[src/rtl/cen_pkg.sv]
package cen_pkg;

  typedef enum logic [1:0] {
    EV_FREE = 2'd0,
    EV_HIGH = 2'd1,
    EV_RISE = 2'd2,
    EV_FALL = 2'd3
  } evMode_t;

  typedef struct packed {
    logic insertPulse;
    logic deletePulse;
  } phaseStrobe_t;

endpackage

[src/rtl/cenDatapath.sv]
module cenDatapath
  import cen_pkg::*;
#(
  parameter int INT_W  = 8,
  parameter int FRAC_W = 4
) (
  input  logic              clk,
  input  logic              rstN,
  input  logic              runEn,
  input  logic              bIn,
  input  evMode_t           mode,
  input  logic [INT_W-1:0]  divInt,
  input  logic [FRAC_W-1:0] divFrac,
  input  phaseStrobe_t      strobes,
  output logic              rawEn,
  output logic              countEn
);

  localparam int DIV_W = INT_W + FRAC_W + 1;
  localparam logic [DIV_W-1:0] STEP = DIV_W'(1) << FRAC_W;

  logic              bDly;
  logic              eventHit;
  logic [INT_W:0]    intPart;
  logic [DIV_W-1:0]  divisor;
  logic [DIV_W-1:0]  acc;
  logic [DIV_W-1:0]  accSum;
  logic              reachDiv;
  logic              finalEn;

  // event selection
  always_comb begin
    unique case (mode)
      EV_FREE: eventHit = 1'b1;
      EV_HIGH: eventHit = bIn;
      EV_RISE: eventHit = bIn & ~bDly;
      EV_FALL: eventHit = ~bIn & bDly;
      default: eventHit = 1'b0;
    endcase
  end

  always_ff @(posedge clk) begin
    if (!rstN) bDly <= 1'b0;
    else       bDly <= bIn;
  end

  // divisor in sixteenths, zero integer meaning full range
  always_comb begin
    intPart  = (divInt == '0) ? {1'b1, {INT_W{1'b0}}} : {1'b0, divInt};
    divisor  = {intPart, divFrac};
    accSum   = acc + STEP;
    reachDiv = (accSum >= divisor);
    rawEn    = runEn & eventHit & reachDiv;
  end

  // first-order sigma-delta accumulator
  always_ff @(posedge clk) begin
    if (!rstN || !runEn) begin
      acc <= '0;
    end else if (eventHit) begin
      acc <= reachDiv ? (accSum - divisor) : accSum;
    end
  end

  // phase trim merge and registered output
  always_comb begin
    finalEn = runEn & ((rawEn & ~strobes.deletePulse) | strobes.insertPulse);
  end

  always_ff @(posedge clk) begin
    if (!rstN) countEn <= 1'b0;
    else       countEn <= finalEn;
  end

endmodule

[src/rtl/cenControl.sv]
module cenControl
  import cen_pkg::*;
(
  input  logic         clk,
  input  logic         rstN,
  input  logic         runEn,
  input  logic         rawEn,
  input  logic         advReq,
  input  logic         retReq,
  output phaseStrobe_t strobes,
  output logic         advBusy,
  output logic         retBusy
);

  logic advPend;
  logic retPend;
  logic bothPend;

  always_comb begin
    bothPend            = advPend & retPend;
    strobes.insertPulse = runEn & advPend & ~retPend & ~rawEn;
    strobes.deletePulse = runEn & retPend & ~advPend & rawEn;
  end

  always_ff @(posedge clk) begin
    if (!rstN) begin
      advPend <= 1'b0;
      retPend <= 1'b0;
    end else begin
      advPend <= advReq | (advPend & ~bothPend & ~strobes.insertPulse);
      retPend <= retReq | (retPend & ~bothPend & ~strobes.deletePulse);
    end
  end

  assign advBusy = advPend;
  assign retBusy = retPend;

endmodule

[src/rtl/pwmCountEnable.sv]
module pwmCountEnable
  import cen_pkg::*;
#(
  parameter int INT_W  = 8,
  parameter int FRAC_W = 4
) (
  input  logic              clk,
  input  logic              rstN,
  input  logic              runEn,
  input  logic              bIn,
  input  logic [1:0]        mode,
  input  logic [INT_W-1:0]  divInt,
  input  logic [FRAC_W-1:0] divFrac,
  input  logic              advReq,
  input  logic              retReq,
  output logic              countEn,
  output logic              advBusy,
  output logic              retBusy
);

  phaseStrobe_t strobes;
  logic         rawEn;

  cenDatapath #(.INT_W(INT_W), .FRAC_W(FRAC_W)) u_dp (
    .clk     (clk),
    .rstN    (rstN),
    .runEn   (runEn),
    .bIn     (bIn),
    .mode    (evMode_t'(mode)),
    .divInt  (divInt),
    .divFrac (divFrac),
    .strobes (strobes),
    .rawEn   (rawEn),
    .countEn (countEn)
  );

  cenControl u_ctl (
    .clk     (clk),
    .rstN    (rstN),
    .runEn   (runEn),
    .rawEn   (rawEn),
    .advReq  (advReq),
    .retReq  (retReq),
    .strobes (strobes),
    .advBusy (advBusy),
    .retBusy (retBusy)
  );

endmodule

[config.mk]
export PLATFORM = sky130hd
export DESIGN_NAME = pwmCountEnable
export DESIGN_NICKNAME = d
export VERILOG_FILES = /design/src/rtl/cen_pkg.sv /design/src/rtl/cenDatapath.sv /design/src/rtl/cenControl.sv /design/src/rtl/pwmCountEnable.sv
export SDC_FILE = /design/constraint.sdc
export NUM_CORES = 1
export LEC_CHECK = 0
export ABC_AREA = 1
export ABC_CLOCK_PERIOD_IN_PS = 6200
export BUFFER_PORTS_ARGS = -buffer_cell sky130_fd_sc_hd__buf_4
export CAP_MARGIN = 20
export CORE_MARGIN = 5
export CORE_UTILIZATION = 63
export DETAILED_ROUTE_END_ITERATION = 8
export HOLD_SLACK_MARGIN = 0.12
export PLACE_DENSITY = 0.86
export SYNTH_ARGS = -nofsm -noshare
export SYNTH_HDL_FRONTEND = slang
export SYNTH_SLANG_ARGS = --single-unit
[constraint.sdc]
create_clock -name clk -period 6.2 [get_ports clk]
set_clock_uncertainty 0.05 [all_clocks]
set_input_delay 1.24 -clock clk [delete_from_list [all_inputs] [get_ports clk]]
set_output_delay 1.24 -clock clk [all_outputs]
set_load 0.005 [all_outputs]
# Yosys cells after proc, flatten, opt, wreduce, memory -nomap -nowiden
# Cells that the tools add are included.
# Widths: inputs -> output; s select.
dict set report word_totals {
  reg_bits 17
  out_inout_bits 3
  wordCells 47
}
dict set report classes {
  add_sub_neg 2
  magnitude_cmp 1
  n_eq_ne 3
  n_mux 3
  bitwise_logic 28
  n_reduce_logical 5
}
# cell count
set op_table {}
lappend op_table {{$and 1x1->1} 17}
lappend op_table {{$add 13x5->13 const B} 1}
lappend op_table {{$ge 13x13->1} 1}
lappend op_table {{$mux 13} 1}
lappend op_table {{$sub 13x13->13} 1}
lappend op_table {{$mux 9} 1}
lappend op_table {{$logic_not 8->1} 1}
lappend op_table {{$not 1->1} 8}
lappend op_table {{$eq 2x2->1 const B} 2}
lappend op_table {{$pmux 1 s4} 1}
lappend op_table {{$or 1x1->1} 3}
lappend op_table {{$eq 2x1->1 const B} 1}
lappend op_table {{$logic_not 1->1} 2}
lappend op_table {{$logic_not 2->1} 1}
lappend op_table {{$logic_or 1x1->1} 1}

# Logic depth before layout (Yosys ltp)
dict set report depth {
  word_depth 10
  depth_mapped 18
}

# By module
# From an unflattened synthesis, not the netlist that was laid out.
dict set report hier_totals {
  hier_cells 320
  hier_area_um2 1978.1
}
# mod n_inst cells_each area_each_um2
set by_module_without_submodules {}
lappend by_module_without_submodules {cenDatapath 1 303 1866.8}
lappend by_module_without_submodules {cenControl 1 17 111.4}

# Least setup slack after synthesis
# OpenSTA, ideal clock, no wires.
dict set report synth_timing {
  path_type {input to register}
  start {in divInt[1]}
  end {reg u_ctl.retPend (netlist: u_ctl.retBusy)}
  setup_time_ns 0.114
  t_arrival_ns 2.769
  t_required_ns 6.036
  setup_slack_ns 3.268
  path_stages 13
  path_buffers 1
  path_cell_list {nor4_1 > nand2_1 > ha_1 > nand2_1 > inv_1 > nand2_1 > nor2_1 > nand2_2 > nand3_4 > buf_6 > nand3_2 > a21oi_1 > nor2_1}
}
dict set report synth_via {
  elab_chain_len 8
}
# element line_no
set synth_lines {}
lappend synth_lines {{from (decl)} pwmCountEnable.sv:12} ;# input logic [INT_W-1:0] divInt,
lappend synth_lines {{$logic_not 8->1} cenDatapath.sv:49} ;# intPart = (divInt == '0) ? {1'b1, {INT_W{1'b0}}} : {1'b0, divInt};
lappend synth_lines {{$mux 9 *} cenDatapath.sv:49}
lappend synth_lines {{$ge 13x13->1 *} cenDatapath.sv:52} ;# reachDiv = (accSum >= divisor);
lappend synth_lines {{$and 1x1->1 *} cenDatapath.sv:53} ;# rawEn = runEn & eventHit & reachDiv;
lappend synth_lines {{$and 1x1->1 *} cenControl.sv:22} ;# strobes.deletePulse = runEn & retPend & ~advPend & rawEn;
lappend synth_lines {{$not 1->1 *} cenControl.sv:31} ;# retPend <= retReq | (retPend & ~bothPend & ~strobes.deletePulse);
lappend synth_lines {{$and 1x1->1 *} cenControl.sv:31}
lappend synth_lines {{$or 1x1->1 *} cenControl.sv:31}
lappend synth_lines {{to (signal assigned)} cenControl.sv:31}
lappend synth_lines {{to (decl)} cenControl.sv:16} ;# logic retPend;
# Every way passes the cells marked *; elsewhere a longest branch is shown, timed or not.
# A chain may end at the register's enable or synchronous reset.

# Final worst setup path
dict set report layout_timing {
  start {in divInt[5]}
  end {reg u_dp.countEn}
}
dict set report layout_via {
  elab_chain_len 9
}
# element line_no
set layout_lines {}
lappend layout_lines {{$logic_not 8->1} cenDatapath.sv:49}
lappend layout_lines {{$mux 9 *} cenDatapath.sv:49}
lappend layout_lines {{$ge 13x13->1 *} cenDatapath.sv:52}
lappend layout_lines {{$and 1x1->1 *} cenDatapath.sv:53}
lappend layout_lines {{$and 1x1->1} cenControl.sv:22}
lappend layout_lines {{$not 1->1} cenDatapath.sv:67} ;# finalEn = runEn & ((rawEn & ~strobes.deletePulse) | strobes.insertPulse);
lappend layout_lines {{$and 1x1->1} cenDatapath.sv:67}
lappend layout_lines {{$or 1x1->1 *} cenDatapath.sv:67}
lappend layout_lines {{$and 1x1->1 *} cenDatapath.sv:67}
lappend layout_lines {{to (signal assigned)} cenDatapath.sv:72} ;# else countEn <= finalEn;
lappend layout_lines {{to (decl)} cenDatapath.sv:16} ;# output logic countEn
# Marked as above.

==> flow_summary.ini <==
[worst_setup_path]
path_buf_inv = 3
crit_top_cell = nand2_1
rrSetupSlack_ps = 3300
cp_slowest_cell = nor4_1
cpLargestDelayFamily = simple AND/OR/NAND/NOR gates
critPathMaxStageDelay_ps = 380
crit_path_start_kind = primary input
r2r_start = u_dp.acc[5]$_SDFFE_PP0N_
r2r.worst_path.cells = 16
worstPathRequired_ps = 6340
path_class = primary input to register
path_cells = buf_4 > nor4_1 > nand2_1 > ha_1 > nand2_1 > inv_1 > nand2_1 > nand3_1 > nor2_1 > nand3_4 > nand2_2 > inv_2 > o21ai_0 > nor2_1
end_kind = register
reg2reg_to = u_dp.countEn$_SDFF_PN0_
arrival_ps = 3320
cp_max_fo = 13

[clocking]
cts_tree = built
htreeDepth = 1
cts_sinks = 17
post_cts_resized = 0
cts_hold_buffers = 0
cts_made_buffers = 3
insertion_delay_ps = 300
path_clk_slew_ps = 100
postCtsSetupRepairBufs = 0
clk_path_buf_depth = 2
cts_root_buffer = clkbuf_4

[route]
num_vias = 1877
wl_per_cell_um = 11.3
first_iter_violations = 166
vias_per_cell = 5.20
drcViolationCount = 0
firstDrtPassIters = 4
ant_nets = 0
drt-total-wl_mm = 4.09

[power_and_ir_drop]
p_seq_share_pct = 39.8
ir_worst_vdd_uv = 138
p_int_mw = 0.184
total_power_mw = 0.298
swShare_pct = 38.1
powerDensity_nw_per_um2 = 149
p_clk_share_pct = 20.6
p_leak_nw = 1.17
p_switching_mw = 0.113
combPwrFrac_pct = 39.6

[placement]
portBuffers = 22
detailed_place_hpwl_mm = 3.39
gp_congestion = 0.907

[global_route]
grt_max_degree = 17
grt_pass1_wl_mm = 7.07
overflow = 0
grt_pass1_vias = 1681
antenna_found_initial = 0
grt.total_usage_pct = 21.2

[sta]
fin_setup_tns_ps = 0
min_period_ps = 3180
hold_violations = 0
setup_viol = 0
fmax_mhz = 314
worst_pin_slew_ps = 611
slew_viol_final = 0
max_slew_margin_pct = 59.2
min_period_over_period_pct = 51.3
rsz0062_at_grt = no

[final_layout]
drive_above_1_share_pct = 12.4
layout.nets = 366
diodes = 0
fillers = 251
seq_area_um2 = 340
synthToLayoutAreaGrowth_pct = 12.1
multiInputGateArea_um2 = 1190

[floorplan]
dieArea_um2 = 3990
die_w_um = 63.2
die_h_um = 63.2
initial_core_util_pct = 65.2
ioPinCount = 23
core_um2 = 2730
rows = 19

[yosys]
ys_ff_latch = 17
synth_common_cells = nand2_1, inv_1, nor2_1
synth-edff-count = 0
async_flop_share_pct = 0
syn-cell-area_um2 = 1780
synth_area_leader_cell = dfxtp_1
ys_types = 29
synthCells = 306
synth.area.top_cells = dfxtp_1, nand2_1, inv_1
synth.avg_cell_area_um2 = 5.82
syn_nets = 341
seq_area_frac_synth_pct = 19.1
synth_most_common_cell = nand2_1
ys_dominant_reg_cell = dfxtp_1
yosysWarnings = 0
synth_top_area_share_pct = 19.1

[run_status]
outcome = finished clean

[worst_hold_path]
min-delay-path-class = register to register
hp-start = u_dp.acc[0]$_SDFFE_PP0P_
min_path_cells = 2
min_to = u_dp.acc[0]$_SDFFE_PP0P_

[job]
maxCapViolCount = 0
## metal layers
metal	GRT usage, %	part of all wire, %
met1	26.8	46
met2	37.2	46
met3	3.73	6.7
met4	5.19	1.6
met5	0	0
## area by class of cell
type                    instances  area share [%]
multi-input cells             225            59.7
clock buffers                   3            1.13
repair buffers                 22            8.27
inverters                      62            11.7
clock inverters                 1           0.251
flip-flops and latches         17            17.0
well taps                      31            1.94
## tightest hold or removal path: stages (launching register included)
cell	delay, ps
dfxtp_1	320
nor2_1	90
nor2_1	50
## flip-flops by register name, indices dropped and copies added, names as in the netlist
| name | cells |
|---|---|
| u_ctl.advBusy | 1 |
| u_ctl.retBusy | 1 |
| u_dp.acc | 13 |
| u_dp.bDly | 1 |
| u_dp.countEn | 1 |
## kinds of logic after synthesis
kind of cell | after synthesis | share of synthesized area, %
simple gates | 172 | 42.6
xor+xnor | 9 | 4.42
compound gates | 29 | 8.92
fa+ha+maj | 15 | 11.0
flops | 17 | 19.1
buf+inv | 64 | 14.0
## power by group through the flow
stage	combinational, mW	clock (mW)	sequential [mW]
floorplan	0.0862	0	0.120
CTS	0.117	0.0638	0.119
finish	0.118	0.0613	0.119
detailed placement	0.116	0	0.121
global placement	0.115	0	0.121
global route	0.135	0.0702	0.119
## per-stage QoR
stage / hold slack [ps] / setup slack, ps / utilization [%] / area (um^2) / instances
floorplan: 405 / 3270 / - / 1780 / 306
global placement: 420 / 2790 / 72.0 / 1970 / 357
detailed placement: 425 / 2750 / 72.0 / 1970 / 357
CTS: 442 / 3050 / 73.0 / 2000 / 361
global route: 490 / 2820 / 73.0 / 2000 / 361
finish: 440 / 3020 / 73.0 / 2000 / 361
## how the worst max path moves through the flow
stage          slack [ps]                  endpoint  cells after the start      start
2_1_floorplan        3270  u_ctl.retBusy$_SDFF_PN0_                     13  divInt[1]
3_3_place_gp         2790   u_dp.countEn$_SDFF_PN0_                     14  divInt[5]
3_5_place_dp         2750   u_dp.countEn$_SDFF_PN0_                     14  divInt[5]
4_1_cts              3050   u_dp.countEn$_SDFF_PN0_                     14  divInt[5]
5_1_grt              2820   u_dp.countEn$_SDFF_PN0_                     14  divInt[1]
6_report             3020   u_dp.countEn$_SDFF_PN0_                     14  divInt[5]
## cells in the final DEF, fill, tap and decap left out, types with 3 or more instances in the layout
master and count:
o21ai_0 8, nand2_2 5, xor2_1 8, a21oi_1 15, buf_4 22, clkbuf_4 3
nor2_1 35, nand2_1 87, inv_1 57, ha_1 14, inv_2 3, nand3_1 27
dfxtp_1 17, nand3b_1 5
Power figures use the tool's default switching activity.
